## config.mk

```make
export PLATFORM = sky130hd
export DESIGN_NAME = ir_rle_sampler
export DESIGN_NICKNAME = d
export VERILOG_FILES = /design/src/rtl/ir_rle_pkg.sv /design/src/rtl/rle_prescaler.sv /design/src/rtl/rle_level_filter.sv /design/src/rtl/rle_run_tracker.sv /design/src/rtl/ir_rle_sampler.sv
export SDC_FILE = /design/constraint.sdc
export NUM_CORES = 1
export LEC_CHECK = 0
export BUFFER_PORTS_ARGS = -buffer_cell sky130_fd_sc_hd__buf_2
export CORE_MARGIN = 2
export CORE_UTILIZATION = 30
export CTS_CLUSTER_DIAMETER = 100
export DETAILED_ROUTE_END_ITERATION = 8
export PLACE_DENSITY = 0.45
export SLEW_MARGIN = 10
export SYNTH_ARGS = -nofsm -noshare
export SYNTH_HDL_FRONTEND = slang
export SYNTH_SLANG_ARGS = --single-unit
```

## constraint.sdc

```tcl
create_clock -name clk -period 4.99 [get_ports clk]
set_clock_uncertainty 0.15 [all_clocks]
set_input_delay 0.998 -clock clk [delete_from_list [all_inputs] [get_ports clk]]
set_output_delay 0.998 -clock clk [all_outputs]
set_load 0.02 [all_outputs]
```

## src/rtl/ir_rle_pkg.sv

```systemverilog
package ir_rle_pkg;
  localparam int LEN_W = 7;
  localparam logic [LEN_W-1:0] LEN_MAX = {LEN_W{1'b1}};

  typedef struct packed {
    logic             level;
    logic [LEN_W-1:0] len_m1;
  } rle_code_t;
endpackage

```

## src/rtl/rle_prescaler.sv

```systemverilog
module rle_prescaler #(
  parameter int DIV_CYCLES = 64
) (
  input  logic clk,
  input  logic rst_n,
  input  logic enable,
  output logic tick
);
  localparam int CW = (DIV_CYCLES > 1) ? $clog2(DIV_CYCLES) : 1;
  localparam logic [CW-1:0] LAST = CW'(DIV_CYCLES - 1);

  logic [CW-1:0] cnt_q, cnt_d;
  logic          tick_d;

  always_comb begin
    cnt_d  = cnt_q;
    tick_d = 1'b0;
    if (!enable) begin
      cnt_d = '0;
    end else if (cnt_q == LAST) begin
      cnt_d  = '0;
      tick_d = 1'b1;
    end else begin
      cnt_d = cnt_q + 1'b1;
    end
  end

  always_ff @(posedge clk or negedge rst_n) begin
    if (!rst_n) begin
      cnt_q <= '0;
      tick  <= 1'b0;
    end else begin
      cnt_q <= cnt_d;
      tick  <= tick_d;
    end
  end

  AST_TICK_GAP: assert property (@(posedge clk) disable iff (!rst_n)
    tick |=> !tick);
  AST_TICK_QUIET: assert property (@(posedge clk) disable iff (!rst_n)
    !enable |=> !tick);
endmodule

```

## src/rtl/rle_level_filter.sv

```systemverilog
module rle_level_filter #(
  parameter int NOISE_W = 6
) (
  input  logic               clk,
  input  logic               rst_n,
  input  logic               enable,
  input  logic               invert,
  input  logic [NOISE_W-1:0] noise_thr,
  input  logic               ir_in,
  input  logic               tick,
  output logic               level,
  output logic               level_tick
);
  logic [1:0]         sync_q;
  logic               raw;
  logic [NOISE_W-1:0] streak_q, streak_d;
  logic               level_d;

  assign raw = sync_q[1] ^ invert;

  always_comb begin
    streak_d = streak_q;
    level_d  = level;
    if (!enable) begin
      streak_d = '0;
      level_d  = 1'b0;
    end else if (tick) begin
      if (raw == level) begin
        streak_d = '0;
      end else if (streak_q >= noise_thr) begin
        streak_d = '0;
        level_d  = raw;
      end else begin
        streak_d = streak_q + 1'b1;
      end
    end
  end

  always_ff @(posedge clk or negedge rst_n) begin
    if (!rst_n) begin
      sync_q     <= '0;
      streak_q   <= '0;
      level      <= 1'b0;
      level_tick <= 1'b0;
    end else begin
      sync_q     <= {sync_q[0], ir_in};
      streak_q   <= streak_d;
      level      <= level_d;
      level_tick <= tick & enable;
    end
  end

  AST_LEVEL_ON_TICK: assert property (@(posedge clk) disable iff (!rst_n)
    (enable && $past(enable) && (level != $past(level))) |-> $past(tick));
  AST_FILTER_CLEAR: assert property (@(posedge clk) disable iff (!rst_n)
    !enable |=> !level);
endmodule

```

## src/rtl/rle_run_tracker.sv

```systemverilog
module rle_run_tracker
  import ir_rle_pkg::*;
#(
  parameter int IDLE_W = 8
) (
  input  logic              clk,
  input  logic              rst_n,
  input  logic              enable,
  input  logic              level,
  input  logic              level_tick,
  input  logic [IDLE_W-1:0] idle_thr,
  output logic              emit_valid,
  output rle_code_t         emit_code,
  output logic              emit_last
);
  localparam int IW = IDLE_W + LEN_W;

  logic             active_q, active_d;
  logic             last_q, last_d;
  logic [LEN_W-1:0] run_q, run_d;
  logic [IW-1:0]    idle_q, idle_d;
  logic             vld_d, end_d;
  rle_code_t        code_d;
  logic [IW-1:0]    idle_limit;

  assign idle_limit = {idle_thr, LEN_MAX};

  always_comb begin
    active_d = active_q;
    last_d   = last_q;
    run_d    = run_q;
    idle_d   = idle_q;
    vld_d    = 1'b0;
    end_d    = 1'b0;
    code_d   = emit_code;
    if (!enable) begin
      active_d = 1'b0;
      last_d   = 1'b0;
      run_d    = '0;
      idle_d   = '0;
    end else if (level_tick) begin
      if (!active_q) begin
        if (level) begin
          active_d = 1'b1;
          last_d   = 1'b1;
          run_d    = '0;
          idle_d   = '0;
        end
      end else if (level != last_q) begin
        vld_d  = 1'b1;
        code_d = '{level: last_q, len_m1: run_q};
        last_d = level;
        run_d  = '0;
        idle_d = '0;
      end else begin
        if (run_q == LEN_MAX) begin
          vld_d  = 1'b1;
          code_d = '{level: last_q, len_m1: LEN_MAX};
          run_d  = '0;
        end else begin
          run_d = run_q + 1'b1;
        end
        if (!last_q) begin
          idle_d = idle_q + 1'b1;
          if (idle_d == idle_limit) begin
            vld_d    = 1'b1;
            end_d    = 1'b1;
            code_d   = '{level: 1'b0, len_m1: run_d};
            active_d = 1'b0;
            last_d   = 1'b0;
            run_d    = '0;
            idle_d   = '0;
          end
        end
      end
    end
  end

  always_ff @(posedge clk or negedge rst_n) begin
    if (!rst_n) begin
      active_q   <= 1'b0;
      last_q     <= 1'b0;
      run_q      <= '0;
      idle_q     <= '0;
      emit_valid <= 1'b0;
      emit_last  <= 1'b0;
      emit_code  <= '0;
    end else begin
      active_q   <= active_d;
      last_q     <= last_d;
      run_q      <= run_d;
      idle_q     <= idle_d;
      emit_valid <= vld_d;
      emit_last  <= end_d;
      emit_code  <= code_d;
    end
  end

  AST_END_IS_SPACE: assert property (@(posedge clk) disable iff (!rst_n)
    emit_last |-> (emit_valid && !emit_code.level));
  AST_DISABLED_SILENT: assert property (@(posedge clk) disable iff (!rst_n)
    !enable |=> !emit_valid);
  AST_CODE_SPACING: assert property (@(posedge clk) disable iff (!rst_n)
    emit_valid |=> !emit_valid);
  AST_IDLE_CLOSED: assert property (@(posedge clk) disable iff (!rst_n)
    emit_last |=> !active_q);
endmodule

```

## src/rtl/ir_rle_sampler.sv

```systemverilog
module ir_rle_sampler
  import ir_rle_pkg::*;
#(
  parameter int DIV_CYCLES = 64,
  parameter int NOISE_W    = 6,
  parameter int IDLE_W     = 8
) (
  input  logic               clk,
  input  logic               rst_n,
  input  logic               enable,
  input  logic               invert,
  input  logic [NOISE_W-1:0] noise_thr,
  input  logic [IDLE_W-1:0]  idle_thr,
  input  logic               ir_in,
  input  logic               code_ready,
  output logic               code_valid,
  output logic [LEN_W:0]     code_data,
  output logic               packet_end,
  output logic               overflow
);
  logic      tick;
  logic      level;
  logic      level_tick;
  rle_code_t code;
  logic      ovf_d;

  rle_prescaler #(.DIV_CYCLES(DIV_CYCLES)) u_presc (
    .clk    (clk),
    .rst_n  (rst_n),
    .enable (enable),
    .tick   (tick)
  );

  rle_level_filter #(.NOISE_W(NOISE_W)) u_filter (
    .clk        (clk),
    .rst_n      (rst_n),
    .enable     (enable),
    .invert     (invert),
    .noise_thr  (noise_thr),
    .ir_in      (ir_in),
    .tick       (tick),
    .level      (level),
    .level_tick (level_tick)
  );

  rle_run_tracker #(.IDLE_W(IDLE_W)) u_tracker (
    .clk        (clk),
    .rst_n      (rst_n),
    .enable     (enable),
    .level      (level),
    .level_tick (level_tick),
    .idle_thr   (idle_thr),
    .emit_valid (code_valid),
    .emit_code  (code),
    .emit_last  (packet_end)
  );

  assign code_data = code;

  always_comb begin
    ovf_d = code_valid & ~code_ready;
  end

  always_ff @(posedge clk or negedge rst_n) begin
    if (!rst_n) begin
      overflow <= 1'b0;
    end else begin
      overflow <= ovf_d;
    end
  end

  AST_OVF_FLAG: assert property (@(posedge clk) disable iff (!rst_n)
    (code_valid && !code_ready) |=> overflow);
  AST_OVF_CAUSE: assert property (@(posedge clk) disable iff (!rst_n)
    overflow |-> ($past(code_valid) && !$past(code_ready)));
endmodule

```

## Word-level counts from Yosys, hierarchy flattened

Index checks and enable logic that the tools add are counted.

| cells by class | value |
|---|---|
| multipliers | 0 |
| divide/modulo/power cells | 0 |
| shift-type cells | 0 |
| magnitude comparators | 1 |
| add/sub/neg operators | 4 |
| muxes and demuxes | 57 |
| equality and inequality tests | 11 |
| bitwise operators | 4 |
| reduce and logical (&&, ||, !) cells | 4 |

Operators by type and width:

| cell | count |
|---|---|
| $mux 15 | 7 |
| $mux 7 | 8 |
| $mux 6 | 6 |
| $mux 1 | 32 |
| $mux 8 | 4 |
| $add 15x1->15 const B | 1 |
| $eq 15x15->1 | 1 |
| $add 6x1->6 const B | 2 |
| $reduce_and 3->1 | 3 |
| $add 7x1->7 const B | 1 |
| $eq 7x7->1 const B | 1 |
| $eq 6x6->1 const B | 1 |
| $ge 6x6->1 | 1 |
| $ne 2x1->1 const B | 3 |
| $ne 4x4->1 const B | 1 |
| $ne 3x1->1 const B | 1 |
| $and 1x1->1 | 2 |
| $ne 2x2->1 const B | 1 |
| $reduce_and 2->1 | 1 |
| $eq 1x1->1 | 1 |
| $ne 1x1->1 | 1 |
| $not 1->1 | 1 |
| $xor 1x1->1 | 1 |

| word-level totals | value |
|---|---|
| RAM bits | 0 |
| memories | 0 |
| word-level logic and storage cells | 96 |
| bits in read-only memories | 0 |
| input bits | 20 |
| bits in registers | 52 |
| latch bits | 0 |

## Depth between registers and ports, before layout

| logic depth | value |
|---|---|
| depth in word-level cells | 8 |
| depth in mapped cells | 11 |

## By module

A second synthesis with hierarchy kept.

| second synthesis, totals | value |
|---|---|
| cells, all modules | 362 |
| area total of the unflattened synthesis | 3260.6 sq um |

Modules (own cells, without submodules):

| module | area an instance (sq um) | times used | seq. area each (sq um) | cells each |
|---|---|---|---|---|
| rle_run_tracker | 2318.5 | 1 | 850.8 | 270 |
| rle_level_filter | 603.1 | 1 | 250.2 | 62 |
| rle_prescaler | 300.3 | 1 | 175.2 | 28 |
| ir_rle_sampler | 38.8 | 1 | 25.0 | 2 |

## Worst setup path after synthesis

Ideal clock, no wire load.

| path | value |
|---|---|
| path type | input to register |
| start | in idle_thr[5] |
| end | reg u_tracker.emit_code[2] (netlist name) |
| data arrival time | 3.057 ns |
| path buffers | 1 |
| path slack | 1.702 ns |
| required time | 4.760 ns |
| stages on the path | 9 |
| cell sequence | xnor2_1 or4_1 a221o_1 nand4bb_1 or4_1 buf_6 a31oi_4 nor2_1 nor3_2 |

| between the ends | value |
|---|---|
| word-level cells in the longest chain between the ends | 4 |

Ends and longest elaborated chain:

| element | line | text |
|---|---|---|
| start, declared | ir_rle_sampler.sv:13 | `input logic [IDLE_W-1:0] idle_thr,` |
| $eq 15x15->1 | rle_run_tracker.sv:65 | `if (idle_d == idle_limit) begin` |
| $mux 8 | rle_run_tracker.sv:65 |  |
| $mux 8 | rle_run_tracker.sv:63 | `if (!last_q) begin` |
| $mux 8 | rle_run_tracker.sv:49 | `end else if (level != last_q) begin` |
| end signal, assigned | rle_run_tracker.sv:95 | `emit_code <= code_d;` |
| end, declared | rle_run_tracker.sv:13 | `output rle_code_t emit_code,` |

No other way between the ends.
A chain may end at the register's enable or synchronous reset.

## Worst setup path after layout

| path | value |
|---|---|
| start | reg u_tracker.idle_q[0] |
| end | reg u_tracker.emit_code[6] (netlist name) |

| between the ends | value |
|---|---|
| word-level cells in the longest chain between the ends | 5 |

Ends and longest elaborated chain:

| element | line | text |
|---|---|---|
| start, declared | rle_run_tracker.sv:21 | `logic [IW-1:0] idle_q, idle_d;` |
| start signal, assigned | rle_run_tracker.sv:92 | `idle_q <= idle_d;` |
| $add 15x1->15 | rle_run_tracker.sv:64 | `idle_d = idle_q + 1'b1;` |
| $eq 15x15->1 | rle_run_tracker.sv:65 |  |
| $mux 8 | rle_run_tracker.sv:65 |  |
| $mux 8 | rle_run_tracker.sv:63 |  |
| $mux 8 | rle_run_tracker.sv:49 |  |

No other way between the ends.

==> reports/results.tsv <==
metric	value	unit
outcome	completed	
clock share of power	40.2	%
setup TNS	0	ps
clk buf depth	2	
CP startpoint	u_tracker.idle_q[0]	
most common cell in the synthesized netlist	dfrtp_1	
area share of the largest cell type after synthesis	40.4	%
DP HPWL	4880	um
crit end category	register	
dpl cell area	3420	um^2
area of the core	10400	um^2
Fmax	282	MHz
setup ws final	1450	ps
vias in the first global route	2450	
drt pass-1 iters	4	
P&R area growth vs syn	9.97	%
Crit path required time	5020	ps
Post-DRT Antenna Nets	0	
Synth Area in Simple Gates	22.7	%
Comb pwr share	5.3	%
Pins Over Slew Limit	0	
sw frac	22.7	%
Metal-1 WL	3430	um
post-route DRC violation count	0	
post-CTS sizing	0	
Finished Cell Area	3550	um^2
Reg-to-Reg Start	u_tracker.idle_q[0]	
Vias/cell	5.04	
pin count of the biggest net entering global routing	53	
Tot Pwr	0.781	mW
sequential power share	54.5	%
Cell Int Power	0.604	mW
cell count after placement	503	
row cnt	37	
synth unique cells	60	
Hold-fix buffers, CTS	0	
Num CTS Buffers	5	
Antenna Cells	0	
initial DRC count	79	
grt total ovfl	0	
Slew HR	47.0	%
Initial Util	31.1	%
mux cell area share after synthesis	0.310	%
HP Class	register to register	
height of the die	108	um
number of top-level pins	31	
Leak	1.57	nW
Non-Filler Instances	511	
syn avg cell area	9.13	um^2
vias after detailed routing	2573	
final hold slack	202	ps
Net Count, Synth	386	
Met3 Wirelength	259	um
synth warn	0	
CTS tree	done	
slowest CP cell	nor4_1	
Final nets	407	
maximum VDD drop	0.111	mV
metal2 WL	3330	um
Post-synth EDFFs	0	
Post-synth ARST share	100	%
arrival time at the worst endpoint	3570	ps
Setup CP Type	register to register	
Pwr Density	220	nW/um^2
number of setup buffers added after CTS	0	
fin crit share	71.0	%
Synth area leaders	dfrtp_1 40%, o21ai_0 5.4%, ha_1 5.0%	
reg-to-reg setup timing slack	1450	ps
synthesized area	3220	um^2
first-pass GRT wire length	12100	um
dominant synthesized flop cell	dfrtp_1	
Fillers	1089	
RSZ-0062 raised after global routing	false	
Tot GR Track Use	12.9	%
top sig layer	met4	
Post-Route WL	7070	um
Final Hold Vio Count	0	
DR WL/cell	13.8	um
clock sinks	52	
die area	11600	um^2
initial antenna violation count	0	
largest family of logic cells by synthesized area	simple AND/OR/NAND/NOR gates	
share of layout cells above drive strength 1	14.1	%
crit path cell chain	ha_1 > nand3_4 > nor4_1 > xnor2_1 > nand3_1 > nor4_2 > nand2b_1 > a211oi_1 > a221oi_2	
Die X	108	um
Worst path max stage delay	710	ps
Synth area leader	dfrtp_1	
Skew-Pair Late Insertion Delay	310	ps
Post-Syn Instances	353	
post-synthesis compound-gate area fraction	18.4	%
port buffer count	30	
min cycle time layout	3540	ps
Psw	0.177	mW
hold path startpoint	u_filter.sync_q[0]	
Place WS	1340	ps
Startpoint Class	register	
CTS Root Cell	clkbuf_8	
Seq cells post-synth	52	
most frequent cells after synthesis	52 x dfrtp_1, 35 x o21ai_0, 34 x nand2_1	
H-tree Lvls	2	
Seq/Total Area, Yosys	40.4	%
setup violators final	0	
RePlAce Congestion	0.774	
maxcap violations	0	
worst-path fanout max	10	
post-layout util	34.2	%
Worst-Margin Slew	788	ps
post-synthesis xor/xnor area fraction	7.33	%
Adder-Cell Fraction of Synth Area	5.04	%
clock slew at the register clock pins of the worst setup and hold paths	100	ps
cells by family after synthesis:
group,after synthesis
AOI/OAI and AO/OA,91
xor gates and xnor gates,27
adders and majority gates,13
buffers and inverters,33
DFF,52
muxes,1
and+or+nand+nor,136
power by group through the flow:
stage          clock, mW  sequential [mW]  combinational (mW)
2_1_floorplan          0            0.434              0.0208
3_3_place_gp           0            0.434              0.0427
3_5_place_dp           0            0.434              0.0429
4_1_cts            0.331            0.426              0.0431
5_1_grt            0.345            0.426              0.0479
6_report           0.314            0.426              0.0414
worst max-delay path: cells and delay by family (launching register included):
family / cells / cell delay (ps)
DFF: 1 / 470
adders and majority gates: 1 / 360
AOI/OAI and AO/OA: 2 / 360
and+or+nand+nor: 5 / 1850
xor gates and xnor gates: 1 / 220
per-layer routing:
metal,global-route usage (%),up-vias
met5,0,-
met4,2.75,0
met3,2.42,5
met2,21.3,39
met1,17.4,1234
li1,-,1295
placed cells by master, fill, tap and decap left out, types with 3 or more instances in the layout:
| master | count |
|---|---|
| nor2b_1 | 3 |
| and3_1 | 6 |
| clkbuf_8 | 6 |
| o31ai_1 | 9 |
| or3_1 | 6 |
| a21oi_1 | 17 |
| inv_1 | 15 |
| nand4_1 | 7 |
| dfrtp_1 | 52 |
| xor2_1 | 10 |
| o21ai_0 | 35 |
| nand2_1 | 34 |
| nor3_1 | 7 |
| and2_1 | 4 |
| ha_1 | 13 |
| nand3_1 | 18 |
| a21o_1 | 6 |
| o41ai_1 | 3 |
| a22o_1 | 4 |
| xnor2_1 | 17 |
| buf_2 | 30 |
| nor2_1 | 27 |
| nand2b_1 | 4 |
final cells by class:
type	instances	area, um^2	share of cell area, %
Timing Repair Buffer	32	165	4.66
Clock inverter	2	38.8	1.09
Sequential cell	52	1300	36.7
Multi-Input combinational cell	268	1730	48.8
Clock buffer	6	82.6	2.33
Inverter	15	56.3	1.59
Tap cell	136	170	4.80
path summary, 6_finish.rpt:
| path | cells after the start | end |
|---|---|---|
| max in group asynchronous | 2 | u_tracker.idle_q[0] |
| max | 9 | u_tracker.emit_code[6] |
| min reg2reg | 0 | u_filter.sync_q[1] |
| min in group asynchronous | 2 | u_filter.streak_q[3] |
| min | 0 | u_filter.sync_q[1] |
| max reg2reg | 9 | u_tracker.emit_code[6] |
flip-flops by register name, summed over array words and instances, names as in the netlist:
name and flops:
overflow 1, u_filter.level 1, u_filter.level_tick 1, u_filter.streak_q 6, u_filter.sync_q 2, u_presc.cnt_q 6, u_presc.tick 1, u_tracker.active_q 1
u_tracker.emit_code 8, u_tracker.emit_last 1, u_tracker.emit_valid 1, u_tracker.idle_q 15, u_tracker.last_q 1, u_tracker.run_q 7
Power figures use the tool's default switching activity.
